==> src/rtl/pfd_pkg.sv <==
package pfd_pkg;
  // Source of the most recent event
  typedef enum logic [1:0] {
    SRC_NONE = 2'd0,
    SRC_REF  = 2'd1,
    SRC_FB   = 2'd2
  } src_e;

  // Drive mode: proportional phase control or saturated steering
  typedef enum logic [1:0] {
    DRV_PHASE = 2'd0,
    DRV_UP    = 2'd1,
    DRV_DN    = 2'd2
  } steer_e;
endpackage

==> src/rtl/pfd_edge_sync.sv <==
module pfd_edge_sync #(
  parameter int STAGES = 2
) (
  input  logic clk,
  input  logic rst,
  input  logic dual_en,
  input  logic sig_in,
  output logic ev
);
  // chain[0..STAGES-1]: synchronizer, chain[STAGES]: previous synced level
  logic [STAGES:0] chain;

  always_ff @(posedge clk) begin
    if (rst) chain <= '0;
    else     chain <= {chain[STAGES-1:0], sig_in};
  end

  always_comb begin
    if (dual_en) ev = chain[STAGES-1] ^ chain[STAGES];
    else         ev = chain[STAGES-1] & ~chain[STAGES];
  end
endmodule

==> src/rtl/pfd_steer_core.sv <==
module pfd_steer_core
  import pfd_pkg::*;
#(
  parameter int STEER_EXIT = 3,
  parameter int CNT_MAX    = 8,
  parameter int CNT_W      = 4
) (
  input  logic             clk,
  input  logic             rst,
  input  logic             ev_ref,
  input  logic             ev_fb,
  output logic             any_ev,
  output logic             freq_err,
  output steer_e           steer_nx,
  output steer_e           steer_q,
  output logic [CNT_W-1:0] run_nx
);
  src_e             last_q, last_nx;
  logic [CNT_W-1:0] run_q;

  assign any_ev   = ev_ref | ev_fb;
  assign freq_err = (ev_ref && !ev_fb && last_q == SRC_REF) ||
                    (ev_fb && !ev_ref && last_q == SRC_FB);

  always_comb begin
    if (ev_ref && ev_fb) last_nx = SRC_NONE;
    else if (ev_ref)     last_nx = SRC_REF;
    else if (ev_fb)      last_nx = SRC_FB;
    else                 last_nx = last_q;

    if (!any_ev)                         run_nx = run_q;
    else if (freq_err)                   run_nx = '0;
    else if (run_q == CNT_W'(CNT_MAX))   run_nx = run_q;
    else                                 run_nx = run_q + 1'b1;

    if (freq_err)                          steer_nx = ev_ref ? DRV_UP : DRV_DN;
    else if (any_ev && run_nx >= CNT_W'(STEER_EXIT)) steer_nx = DRV_PHASE;
    else                                   steer_nx = steer_q;
  end

  always_ff @(posedge clk) begin
    if (rst) begin
      last_q  <= SRC_NONE;
      run_q   <= '0;
      steer_q <= DRV_PHASE;
    end else if (any_ev) begin
      last_q  <= last_nx;
      run_q   <= run_nx;
      steer_q <= steer_nx;
    end
  end
endmodule

==> src/rtl/pfd_drive.sv <==
module pfd_drive
  import pfd_pkg::*;
#(
  parameter int LOCK_EVENTS = 8,
  parameter int CNT_W       = 4
) (
  input  logic             clk,
  input  logic             rst,
  input  logic             any_ev,
  input  logic             freq_err,
  input  logic             ev_ref,
  input  logic             ev_fb,
  input  steer_e           steer_nx,
  input  logic [CNT_W-1:0] run_nx,
  output logic             pump_up,
  output logic             pump_dn,
  output logic             locked
);
  always_ff @(posedge clk) begin
    if (rst) begin
      pump_up <= 1'b0;
      pump_dn <= 1'b0;
      locked  <= 1'b0;
    end else if (any_ev) begin
      case (steer_nx)
        DRV_UP: begin
          pump_up <= 1'b1;
          pump_dn <= 1'b0;
        end
        DRV_DN: begin
          pump_up <= 1'b0;
          pump_dn <= 1'b1;
        end
        default: begin
          pump_up <= ev_ref & ~ev_fb;
          pump_dn <= ev_fb & ~ev_ref;
        end
      endcase
      locked <= !freq_err && (steer_nx == DRV_PHASE) &&
                (run_nx >= CNT_W'(LOCK_EVENTS));
    end
  end
endmodule

==> src/rtl/phase_freq_steer.sv <==
module phase_freq_steer
  import pfd_pkg::*;
#(
  parameter int SYNC_STAGES = 2,
  parameter int LOCK_PAIRS  = 4,
  parameter int STEER_EXIT  = 3
) (
  input  logic clk,
  input  logic rst,
  input  logic dual_edge_cfg,
  input  logic ref_in,
  input  logic fb_in,
  output logic pump_up,
  output logic pump_dn,
  output logic locked
);
  localparam int LOCK_EVENTS = 2 * LOCK_PAIRS;
  localparam int CNT_MAX     = (LOCK_EVENTS > STEER_EXIT) ? LOCK_EVENTS : STEER_EXIT;
  localparam int CNT_W       = $clog2(CNT_MAX + 1);

  logic             dual_q;
  logic [1:0]       raw_in;
  logic [1:0]       ev_vec;
  logic             ev_ref, ev_fb, any_ev, freq_err;
  steer_e           steer_nx, steer_q;
  logic [CNT_W-1:0] run_nx;

  // Configuration is captured only while reset is held
  always_ff @(posedge clk) begin
    if (rst) dual_q <= dual_edge_cfg;
  end

  assign raw_in = {fb_in, ref_in};

  for (genvar g = 0; g < 2; g++) begin : g_in
    pfd_edge_sync #(.STAGES(SYNC_STAGES)) u_sync (
      .clk    (clk),
      .rst    (rst),
      .dual_en(dual_q),
      .sig_in (raw_in[g]),
      .ev     (ev_vec[g])
    );
  end

  assign ev_ref = ev_vec[0];
  assign ev_fb  = ev_vec[1];

  pfd_steer_core #(
    .STEER_EXIT(STEER_EXIT),
    .CNT_MAX   (CNT_MAX),
    .CNT_W     (CNT_W)
  ) u_core (
    .clk     (clk),
    .rst     (rst),
    .ev_ref  (ev_ref),
    .ev_fb   (ev_fb),
    .any_ev  (any_ev),
    .freq_err(freq_err),
    .steer_nx(steer_nx),
    .steer_q (steer_q),
    .run_nx  (run_nx)
  );

  pfd_drive #(
    .LOCK_EVENTS(LOCK_EVENTS),
    .CNT_W      (CNT_W)
  ) u_drive (
    .clk     (clk),
    .rst     (rst),
    .any_ev  (any_ev),
    .freq_err(freq_err),
    .ev_ref  (ev_ref),
    .ev_fb   (ev_fb),
    .steer_nx(steer_nx),
    .run_nx  (run_nx),
    .pump_up (pump_up),
    .pump_dn (pump_dn),
    .locked  (locked)
  );
endmodule

==> config.mk <==
export PLATFORM = sky130hd
export DESIGN_NAME = phase_freq_steer
export DESIGN_NICKNAME = d
export VERILOG_FILES = /design/src/rtl/pfd_pkg.sv /design/src/rtl/pfd_edge_sync.sv /design/src/rtl/pfd_steer_core.sv /design/src/rtl/pfd_drive.sv /design/src/rtl/phase_freq_steer.sv
export SDC_FILE = /design/constraint.sdc
export NUM_CORES = 1
export LEC_CHECK = 0
export BUFFER_PORTS_ARGS = -buffer_cell sky130_fd_sc_hd__buf_2
export CAP_MARGIN = 20
export CELL_PAD_IN_SITES_DETAIL_PLACEMENT = 1
export CELL_PAD_IN_SITES_GLOBAL_PLACEMENT = 1
export CORE_ASPECT_RATIO = 0.7
export CORE_MARGIN = 3
export CORE_UTILIZATION = 47
export DETAILED_ROUTE_END_ITERATION = 16
export PLACE_DENSITY = 0.92
export SLEW_MARGIN = 30
export SYNTH_ARGS = -nofsm -noshare
export SYNTH_HDL_FRONTEND = slang
export SYNTH_SLANG_ARGS = --single-unit
==> constraint.sdc <==
create_clock -name clk -period 3.9 [get_ports clk]
set_clock_uncertainty 0.2 [all_clocks]
set_input_delay 0.78 -clock clk [delete_from_list [all_inputs] [get_ports clk]]
set_output_delay 0.78 -clock clk [all_outputs]
set_load 0.02 [all_outputs]
* Yosys cells after proc, flatten, opt, wreduce, memory -nomap -nowiden
Index checks and enable logic that the tools add are counted.
Storage, ports and cells: register bits 18, input bits 5, output and inout port bits 3
Operators by class: $add $sub $neg 1, order comparisons 2, eq/ne operators 5, multiplexer cells 13, bitwise operators 11, reduce and logical (&&, ||, !) cells 15
Operator list (number):
- 2-bit two-way mux | 6
- 4-bit two-way mux | 3
- 1-bit logical AND | 8
- 4-bit by 1-bit adder with 4-bit output (second input constant) | 1
- 1-bit AND | 4
- 2-bit by 1-bit == test with 1-bit output (second input constant) | 2
- 2-bit == test (second input constant) | 2
- 4-bit == test (second input constant) | 1
- 4-bit by 2-bit >= comparator with 1-bit output (second input constant) | 1
- 4-bit >= comparator (second input constant) | 1
- 1-bit NOT | 4
- 1-bit case mux with 2 select lines | 2
- 1-bit zero test | 3
- 3-bit nonzero test | 1
- 2-bit zero test | 1
- 1-bit two-way mux | 2
- 2-bit AND reduction | 1
- 1-bit XOR | 2
- 1-bit logical OR | 1
- 1-bit bitwise OR | 1

* Longest topological paths before layout
Gate-level depths: netlist of the first run.
depth after elaboration 16, mapped depth 12

* By module
From an unflattened synthesis of the first run, not the netlist that was laid out.
Unflattened totals: cells, all modules 99, area, all modules 938.4 µm²
By module, submodules not included:
- pfd_steer_core | times used 1, cells an instance 59, area an instance 515.5 µm², seq. area each 160.2 µm²
- pfd_edge_sync | times used 2, cells an instance 10, area an instance 108.9 µm², seq. area each 60.1 µm²
- pfd_drive | times used 1, cells an instance 19, area an instance 175.2 µm², seq. area each 60.1 µm²
- phase_freq_steer | times used 1, cells an instance 1, area an instance 30.0 µm², seq. area each 30.0 µm²

* Least setup slack after synthesis of the first run
OpenSTA, ideal clock, no wires.
path kind reg-to-reg, from register g_in[0].u_sync.chain[2], to register u_drive.pump_dn, data arrival time 2310 ps, slack 1262 ps, stages on the path, launching flop included 12, path buffers 0, cells stage by stage dfxtp_1 > inv_1 > ha_1 > or4bb_1 > a21bo_1 > o21a_1 > or2_1 > ha_1 > nand2_1 > o21ai_0 > mux2i_1 > nor2_1
On the way: longest elaborated chain between the ends 15
RTL lines:
- from (decl) | RTL line pfd_edge_sync.sv:11 | logic [STAGES:0] chain;
- from (signal assigned) | RTL line pfd_edge_sync.sv:15 | else chain <= {chain[STAGES-1:0], sig_in};
- 1-bit NOT | RTL line pfd_edge_sync.sv:20 | else ev = chain[STAGES-1] & ~chain[STAGES];
- 1-bit AND | RTL line pfd_edge_sync.sv:20
- 1-bit two-way mux (*) | RTL line pfd_edge_sync.sv:19 | if (dual_en) ev = chain[STAGES-1] ^ chain[STAGES];
- 1-bit zero test | RTL line pfd_steer_core.sv:23 | (ev_fb && !ev_ref && last_q == SRC_FB);
- 1-bit logical AND (2 in series) | RTL line pfd_steer_core.sv:23
- 1-bit logical OR | RTL line pfd_steer_core.sv:22 | assign freq_err = (ev_ref && !ev_fb && last_q == SRC_REF) ||
- 4-bit two-way mux | RTL line pfd_steer_core.sv:32 | else if (freq_err) run_nx = '0;
- 4-bit two-way mux | RTL line pfd_steer_core.sv:31 | if (!any_ev) run_nx = run_q;
- 4-bit by 2-bit >= comparator with 1-bit output | RTL line pfd_steer_core.sv:37 | else if (any_ev && run_nx >= CNT_W'(STEER_EXIT)) steer_nx = DRV_PHASE;
- 1-bit logical AND | RTL line pfd_steer_core.sv:37
- 2-bit two-way mux | RTL line pfd_steer_core.sv:37
- 2-bit two-way mux | RTL line pfd_steer_core.sv:36 | if (freq_err) steer_nx = ev_ref ? DRV_UP : DRV_DN;
- 2-bit == test or 2-bit by 1-bit == test with 1-bit output (tied branches) | RTL line pfd_drive.sv:25 | case (steer_nx)
- 1-bit case mux with 2 select lines | RTL line pfd_drive.sv:25
- to (signal assigned) | RTL line pfd_drive.sv:36 | pump_dn <= ev_fb & ~ev_ref;
- to (decl) | RTL line pfd_drive.sv:16 | output logic pump_dn,
Mark *: on every way between the ends. The rest lies on a longest branch, timed or not. A chain may end at the register's enable or synchronous reset.

* Worst setup path in the final report of the first run
from register g_in[0].u_sync.chain[2], to register u_drive.pump_up
On the way: longest elaborated chain between the ends 15
RTL lines:
- 1-bit NOT | RTL line pfd_edge_sync.sv:20
- 1-bit AND | RTL line pfd_edge_sync.sv:20
- 1-bit two-way mux (*) | RTL line pfd_edge_sync.sv:19
- 1-bit zero test | RTL line pfd_steer_core.sv:23
- 1-bit logical AND (2 in series) | RTL line pfd_steer_core.sv:23
- 1-bit logical OR | RTL line pfd_steer_core.sv:22
- 4-bit two-way mux | RTL line pfd_steer_core.sv:32
- 4-bit two-way mux | RTL line pfd_steer_core.sv:31
- 4-bit by 2-bit >= comparator with 1-bit output | RTL line pfd_steer_core.sv:37
- 1-bit logical AND | RTL line pfd_steer_core.sv:37
- 2-bit two-way mux | RTL line pfd_steer_core.sv:37
- 2-bit two-way mux | RTL line pfd_steer_core.sv:36
- 2-bit == test or 2-bit by 1-bit == test with 1-bit output (tied branches) | RTL line pfd_drive.sv:25
- 1-bit case mux with 2 select lines | RTL line pfd_drive.sv:25
- to (signal assigned) | RTL line pfd_drive.sv:35 | pump_up <= ev_ref & ~ev_fb;
- to (decl) | RTL line pfd_drive.sv:15 | output logic pump_up,
Marked as above.

==> impl_metrics.yaml, run 1 <==
logic_synthesis:
  synth_nets: 119
  synthTopCellsByArea: "dfxtp_1 35%, ha_1 8.9%, nor3_1 4.6%"
  yosys.cell_types.count: 37
  yosys.area_share.adder_pct: 8.88
  synth_xor_xnor_area_share_pct: 4.44
  synth_top_family_by_area: "simple AND/OR/NAND/NOR gates"
  ys_ff_latch: 18
  synth-compound-area-share_pct: 15.5
  synth.largest_area_cell: "dfxtp_1"
  yosys_warnings: 0
  syn_area_per_cell_sq_um: 9.21
  synth_common_cells: "17 x dfxtp_1, 10 x nand2_1, 9 x nor3_1"
  yosys.area_share.simple_pct: 27.4
  synth.area.mux_share_pct: 2.03
  synth_top_area_share_pct: 34.5
  yosysMostFrequentCell: "dfxtp_1"
  synthArstFlopShare_pct: 0
  synth_seq_area_share_pct: 37.6
  syn_area_sq_um: 986
  syn_inst: 107
  dominantRegCellSynth: "dfxtp_1"
  synth_edf_count: 1
sta:
  rsz0062_at_grt: "no"
  setup_slack_ns: 0.841
  finalSetupViolations: 0
  worst_pin_slew_ns: 0.710
  max_freq_ghz: 0.327
  finalCritPeriodShare_pct: 78.4
  slew_headroom_pct: 52.2
  period_minus_slack_ns: 3.06
  slew_violations: 0
  final-hold-violation-count: 0
  finalSetupTns_ns: 0
clock_network:
  htreeDepth: 1
  cts-root-buf: "clkbuf_4"
  post-cts-setup-buffers: 0
  cts.clk_slew.worst_paths_ns: 0.11
  cts.path.max_buffers: 2
  numCtsBuffers: 3
  cts.sinks: 18
  cts_tree: "yes"
  clk_latency_ns: 0.31
  cts_resized: 0
  cts_hold_buf: 0
route:
  drt-total-wl_mm: 2.35
  vias: 796
  ant_nets: 0
  drt-pass1-iter-count: 4
  via_per_inst: 5.81
  drc: 0
  drtIter0Drc: 37
  wl_per_cell_microns: 17.1
cells_and_area:
  multi_input_area_sq_um: 574
  post-route-util_pct: 55.5
  drive_gt1_share_pct: 16.5
  regArea_sq_um: 370
  finish.instance_area_sq_um: 1070
  area_delta_synth_final_pct: 8.12
  antenna_cells: 0
  fillers: 224
  finish.net_count: 128
global_route:
  overflow: 0
  grt_max_degree: 19
  first_global_vias: 796
  track_usage_pct: 19.9
  grt_first_pass_wirelength_mm: 4.00
  antenna_found_initial: 0
worst_hold_path:
  worstHoldStart: "g_in[0].u_sync.chain[0]$_SDFF_PP0_"
  holdPathStages: 1
  min_path_type: "flip-flop to flip-flop"
  holdPathEnd: "g_in[0].u_sync.chain[1]$_SDFF_PP0_"
job:
  drv_cap: 0
setup_path:
  criticalPathCategory: "flip-flop to flip-flop"
  end_kind: "flip-flop"
  start_kind: "flip-flop"
  cp.arrival_ns: 3.09
  reg2reg_from: "g_in[0].u_sync.chain[2]$_SDFF_PP0_"
  r2r_setup_slack_ns: 0.84
  required_ns: 3.93
  crit_fanout: 6
  worstRegToRegCells: 11
  r2r_end: "u_drive.pump_up$_SDFFE_PP0N_"
pwr:
  switching_share_pct: 30.2
  power.density_nw_per_um2: 389
  p_int_mw: 0.289
  clockPowerShare_pct: 28.7
  power_mw: 0.415
  p_leak_nw: 0.415
  combinationalPowerShare_pct: 20.3
  seq_power_share_pct: 51.0
  p_sw_mw: 0.125
  vdd_ir_drop_max_uv: 226
floorplanning:
  placementRows: 13
  io-pin-count: 8
  core-area_sq_um: 1920
  dieArea_sq_um: 2690
  initial_core_util_pct: 51.4
  die_h_microns: 44.3
  die_w_microns: 60.7
placement:
  placed_area_sq_um: 1030
  post-dp-hpwl_mm: 1.73
  place_ws_ns: 0.928
  numPortBuffers: 7
  place_congestion: 0.861
outcome:
  status: "finished, final reports clean"
[routing by layer]
metal  routed length, microns  global-route usage, %  part of all wire, %  up-vias
met5                        0                      0                    0        -
met4                       14                   2.60                 0.60        0
met3                       69                   5.25                  2.9        5
met2                     1060                   29.9                   45       11
met1                     1200                   29.4                   51      389
li1                         -                      -                    -      391
[cell type report]
| cell class | instances | area share (%) |
|---|---|---|
| Timing Repair Buffer | 7 | 3.29 |
| Multi-Input combinational cell | 80 | 53.9 |
| Inverter | 6 | 2.11 |
| Sequential cell | 18 | 34.7 |
| Clock buffer | 4 | 3.40 |
| Tap cell | 22 | 2.58 |
[state kept, by name, summed over array words and instances (netlist names)]
signal and count:
dual_q 1, g_in.u_sync.chain 6, u_core.last_q 2, u_core.run_q 4, u_core.steer_q 2, u_drive.locked 1, u_drive.pump_dn 1, u_drive.pump_up 1
[power by group through the flow]
| stage | Sequential [mW] | Clock [mW] | Combinational, mW |
|---|---|---|---|
| detailed placement | 0.215 | 0 | 0.0822 |
| finish | 0.211 | 0.119 | 0.0843 |
| global route | 0.213 | 0.131 | 0.0930 |
| floorplan | 0.213 | 0 | 0.0619 |
| global placement | 0.214 | 0 | 0.0780 |
| CTS | 0.211 | 0.119 | 0.0840 |
[cells in the final DEF, fill, tap and decap left out, drive strengths merged, types with 2 or more instances in the layout]
| cell | n |
|---|---|
| nand3 | 5 |
| nand2 | 10 |
| mux2i | 2 |
| nor2 | 8 |
| xnor2 | 4 |
| or2 | 3 |
| ha | 7 |
| nor3 | 9 |
| buf | 7 |
| o21ai | 4 |
| nor2b | 6 |
| dfxtp | 17 |
| clkbuf | 4 |
| inv | 6 |
| a21oi | 4 |
[how the worst max path moves through the flow]
| stage | cells past startpoint | endpoint | slack (ns) | from |
|---|---|---|---|---|
| 2_1_floorplan | 11 | u_drive.pump_dn$_SDFFE_PP0N_ | 1.26 | g_in[0].u_sync.chain[2]$_SDFF_PP0_ |
| 3_3_place_gp | 10 | u_drive.pump_up$_SDFFE_PP0N_ | 1.09 | g_in[1].u_sync.chain[1]$_SDFF_PP0_ |
| 3_5_place_dp | 10 | u_drive.pump_up$_SDFFE_PP0N_ | 0.93 | g_in[1].u_sync.chain[1]$_SDFF_PP0_ |
| 4_1_cts | 11 | u_drive.pump_up$_SDFFE_PP0N_ | 0.87 | g_in[0].u_sync.chain[2]$_SDFF_PP0_ |
| 5_1_grt | 10 | u_drive.pump_up$_SDFFE_PP0N_ | 0.58 | g_in[1].u_sync.chain[1]$_SDFF_PP0_ |
| 6_report | 11 | u_drive.pump_up$_SDFFE_PP0N_ | 0.84 | g_in[0].u_sync.chain[2]$_SDFF_PP0_ |
[logic make-up after synthesis]
family / Yosys count
fa+ha+maj: 7
xor+xnor: 5
simple gates: 48
compound gates: 18
flops: 18
buf+inv: 9
mux: 2
[stage by stage]
stage | cells | hold WS (ns)
2_1_floorplan | 107 | 0.214
3_3_place_gp | 133 | 0.217
3_5_place_dp | 133 | 0.244
4_1_cts | 137 | 0.265
5_1_grt | 137 | 0.277
6_report | 137 | 0.264
[worst max-delay path, cell delays in order (launching register included)]
cell and delay, ns:
dfxtp_1 0.34, inv_1 0.04, ha_1 0.33, and4b_2 0.27, o21bai_4 0.19, o21ai_2 0.10
nor4_2 0.58, or2_1 0.23, ha_1 0.27, o21ai_0 0.19, nand2_1 0.07, a21oi_1 0.16
Power figures use the tool's default switching activity.
==> run 2, diff against run 1 <==
CORE_UTILIZATION = 44   (was 47)
PLACE_DENSITY = 0.87   (was 0.92)
clock period = 3.1 ns   (was 3.9 ns; I/O delays follow)
==> impl_metrics.yaml, run 2 (same netlist as run 1, synthesis figures left out) <==
outcome:
  status: "finished, final reports clean"
cells_and_area:
  largestRegisters: "g_in.u_sync.chain (6), u_core.run_q (4)"
  post-route-util_pct: 55.0
  finish.net_count: 130
  drive_gt1_share_pct: 17.9
  top_register: "g_in.u_sync.chain"
  fillers: 239
  regArea_sq_um: 370
  antenna_cells: 0
  multi_input_area_sq_um: 574
  final_cell_mix: "17 x dfxtp_1, 10 x nand2_1, 9 x nor3_1, 8 x nor2_1"
  largest_reg_flops: 6
  final_common_cell: "dfxtp_1"
  area_delta_synth_final_pct: 10.7
clock_network:
  cts_resized: 0
  cts.clk_slew.worst_paths_ns: 0.10
  numCtsBuffers: 3
  cts.path.max_buffers: 2
  cts.sinks: 18
  cts_tree: "yes"
  clk_latency_ns: 0.30
  cts-root-buf: "clkbuf_4"
  htreeDepth: 1
job:
  drv_cap: 0
pwr:
  vdd_ir_drop_max_uv: 289
  p_leak_nw: 0.425
  power.density_nw_per_um2: 479
sta:
  final-hold-violation-count: 0
  finalCritPeriodShare_pct: 94.2
  slew_violations: 0
  slew_headroom_pct: 57.6
  rsz0062_at_grt: "no"
  period_minus_slack_ns: 2.92
  setup_slack_ns: 0.180
  max_freq_ghz: 0.342
  worst_pin_slew_ns: 0.630
  finalSetupTns_ns: 0
  finalSetupViolations: 0
placement:
  place_congestion: 0.853
  numPortBuffers: 7
  place_ws_ns: 0.187
  post-dp-hpwl_mm: 1.84
floorplanning:
  dieArea_sq_um: 2850
  placementRows: 13
  io-pin-count: 8
  initial_core_util_pct: 49.7
  core-area_sq_um: 1980
  die_h_microns: 45.6
  die_w_microns: 62.6
global_route:
  grt_first_pass_wirelength_mm: 4.12
  antenna_found_initial: 0
  first_global_vias: 861
  overflow: 0
  grt_max_degree: 19
  track_usage_pct: 19.1
route:
  drtIter0Drc: 26
  via_per_inst: 5.48
  drt-total-wl_mm: 2.37
  wl_per_cell_microns: 16.1
  vias: 806
  ant_nets: 0
  drc: 0
  drt-pass1-iter-count: 4
setup_path:
  criticalPathCategory: "flip-flop to flip-flop"
  r2r_setup_slack_ns: 0.18
  end_kind: "flip-flop"
  required_ns: 3.13
  crit_fanout: 5
  cp.arrival_ns: 2.95
  start_kind: "flip-flop"
worst_hold_path:
  min_path_type: "flip-flop to flip-flop"
[run 2: cell count changes in the layout (fill, tap and decap cells not counted), sizes merged]
cell  delta
buf      +2
[run 2: worst paths after layout]
kind                                            from                                  to  cells past startpoint
setup reg to reg  g_in[0].u_sync.chain[2]$_SDFF_PP0_        u_drive.pump_up$_SDFFE_PP0N_                     10
setup / recovery  g_in[0].u_sync.chain[2]$_SDFF_PP0_        u_drive.pump_up$_SDFFE_PP0N_                     10
hold / removal    g_in[1].u_sync.chain[0]$_SDFF_PP0_  g_in[1].u_sync.chain[1]$_SDFF_PP0_                      1
hold reg to reg   g_in[1].u_sync.chain[0]$_SDFF_PP0_  g_in[1].u_sync.chain[1]$_SDFF_PP0_                      1
[run 2: where the power goes]
group | internal [mW] | switching (mW)
Combinational | 0.0480 | 0.0631
Clock | 0.0716 | 0.0740
Sequential | 0.249 | 0.0168
[run 2: through the flow]
| step | instances | hold slack [ns] | power [mW] | area (sq um) |
|---|---|---|---|---|
| floorplan | 107 | 0.214 | 0.346 | 986 |
| global placement | 142 | 0.218 | 0.368 | 1050 |
| detailed placement | 142 | 0.226 | 0.378 | 1050 |
| CTS | 146 | 0.258 | 0.525 | 1080 |
| global route | 147 | 0.267 | 0.550 | 1090 |
| finish | 147 | 0.249 | 0.522 | 1090 |
[run 2: repair_timing]
item	CTS	global route
buffers inserted	0	1
endpoints found under the setup margin	0	1
hold buffers	0	0
[run 2: metal layers]
metal	GRT usage [%]	share of wire (%)	vias to the layer above
met4	4.39	0.51	0
met3	5.43	4.3	2
met2	34.3	48	14
met5	0	0	-
li1	-	-	397
met1	23.2	47	393
[run 2: worst max-delay path: stages (launching register included)]
cell     delay [ns]
dfxtp_1        0.33
inv_1          0.04
ha_1           0.34
or4bb_1        0.52
a21bo_1        0.26
o21a_1         0.15
or2_1          0.24
ha_1           0.34
o21ai_0        0.17
nand2_1        0.07
a21oi_1        0.18
[run 2: final cells by class]
cell class	count	share of cell area [%]
Multi-Input combinational cell	80	52.6
Clock buffer	4	3.33
Sequential cell	18	33.9
Inverter	6	2.06
Timing Repair Buffer	9	4.59
Tap cell	30	3.44
==> run 3, diff against run 2 <==
MAX_ROUTING_LAYER = met4   (was default)
==> impl_metrics.yaml, run 3 (same netlist as run 1, synthesis figures left out) <==
clock_network:
  numCtsBuffers: 3
  cts-root-buf: "clkbuf_4"
  cts_tree: "yes"
  post-cts-setup-buffers: 0
  htreeDepth: 1
  cts.sinks: 18
  cts.clk_slew.worst_paths_ns: 0.10
  cts_hold_buf: 0
  cts_resized: 0
  clk_latency_ns: 0.30
  cts.path.max_buffers: 2
placement:
  place_ws_ns: 0.187
  numPortBuffers: 7
  dp_cells: 142
  post-dp-hpwl_mm: 1.84
  place_congestion: 0.867
cells_and_area:
  post-route-util_pct: 55.0
  largestRegisters: "g_in.u_sync.chain (6), u_core.run_q (4)"
  finish.net_count: 130
  largest_reg_flops: 6
  area_delta_synth_final_pct: 10.7
  drive_gt1_share_pct: 17.9
  top_register: "g_in.u_sync.chain"
  final_common_cell: "dfxtp_1"
  stdcell_count: 147
  final_cell_mix: "17 x dfxtp_1, 10 x nand2_1, 9 x nor3_1, 8 x nor2_1"
  antenna_cells: 0
sta:
  finalSetupViolations: 0
  max_freq_ghz: 0.341
  slew_violations: 0
  rsz0062_at_grt: "no"
  final-hold-violation-count: 0
  finalSetupTns_ns: 0
  period_minus_slack_ns: 2.93
  slew_headroom_pct: 58.0
  finalCritPeriodShare_pct: 94.5
  worst_pin_slew_ns: 0.625
  setup_slack_ns: 0.172
pwr:
  power.density_nw_per_um2: 480
  power_mw: 0.524
  combinationalPowerShare_pct: 21.3
  p_int_mw: 0.368
  clockPowerShare_pct: 28.0
  seq_power_share_pct: 50.7
  p_sw_mw: 0.156
  switching_share_pct: 29.7
  p_leak_nw: 0.425
  vdd_ir_drop_max_uv: 291
worst_hold_path:
  min_path_type: "flip-flop to flip-flop"
route:
  drt-total-wl_mm: 2.39
  drtIter0Drc: 26
  via_per_inst: 5.55
  vias: 816
  drc: 0
  wl_per_cell_microns: 16.3
  ant_nets: 0
  drt-pass1-iter-count: 4
floorplanning:
  io-pin-count: 8
  die_w_microns: 62.6
  dieArea_sq_um: 2850
  die_h_microns: 45.6
  initial_core_util_pct: 49.7
  core-area_sq_um: 1980
  placementRows: 13
global_route:
  overflow: 0
  first_global_vias: 860
  track_usage_pct: 19.7
  grt_first_pass_wirelength_mm: 4.13
  antenna_found_initial: 0
  grt_max_degree: 19
setup_path:
  crit_fanout: 5
  start_kind: "flip-flop"
  required_ns: 3.13
  cp.arrival_ns: 2.96
  criticalPathCategory: "flip-flop to flip-flop"
  end_kind: "flip-flop"
job:
  drv_cap: 0
outcome:
  status: "finished, final reports clean"
## run 3: cell counts in the layout (fill, tap and decap cells not counted)
No cell type changed its count.
## run 3: power by group through the flow
stage / combinational [mW] / sequential [mW] / clock (mW)
floorplan: 0.0778 / 0.268 / 0
global placement: 0.101 / 0.268 / 0
detailed placement: 0.108 / 0.271 / 0
CTS: 0.109 / 0.266 / 0.151
global route: 0.122 / 0.268 / 0.160
finish: 0.112 / 0.266 / 0.147
## run 3: critical path: stages, from the launching register on
cell and delay [ns]:
dfxtp_1 0.33, inv_1 0.04, ha_1 0.34, or4bb_1 0.52, a21bo_1 0.26, o21a_1 0.15, or2_1 0.25, ha_1 0.34
o21ai_0 0.18, nand2_1 0.07, a21oi_1 0.18
## run 3: stage by stage
stage / hold slack, ns / area, sq um
finish: 0.249 / 1090
floorplan: 0.214 / 986
global route: 0.267 / 1090
detailed placement: 0.226 / 1050
global placement: 0.218 / 1050
CTS: 0.258 / 1080
## run 3: worst paths after layout
check,cells past startpoint,endpoint,slack [ns],start
max,10,u_drive.pump_up$_SDFFE_PP0N_,0.17,g_in[0].u_sync.chain[2]$_SDFF_PP0_
min,1,g_in[1].u_sync.chain[1]$_SDFF_PP0_,0.25,g_in[1].u_sync.chain[0]$_SDFF_PP0_
max reg2reg,10,u_drive.pump_up$_SDFFE_PP0N_,0.17,g_in[0].u_sync.chain[2]$_SDFF_PP0_
min reg2reg,1,g_in[1].u_sync.chain[1]$_SDFF_PP0_,0.25,g_in[1].u_sync.chain[0]$_SDFF_PP0_
## run 3: routing by layer
| metal | up-vias | track usage (%) | part of all wire (%) |
|---|---|---|---|
| met3 | 2 | 5.19 | 3.5 |
| li1 | 396 | - | - |
| met2 | 14 | 34.1 | 48 |
| met1 | 404 | 23.6 | 48 |
| met5 | - | - | 0 |
| met4 | 0 | 4.39 | 0.46 |
## run 3: final cells by class
type / instances / area, sq um
fill: 239 / 893
multi-input combinational: 80 / 574
sequential: 18 / 370
timing repair buffer: 9 / 50.0
tap: 30 / 37.5
clock buffer: 4 / 36.3
inverter: 6 / 22.5
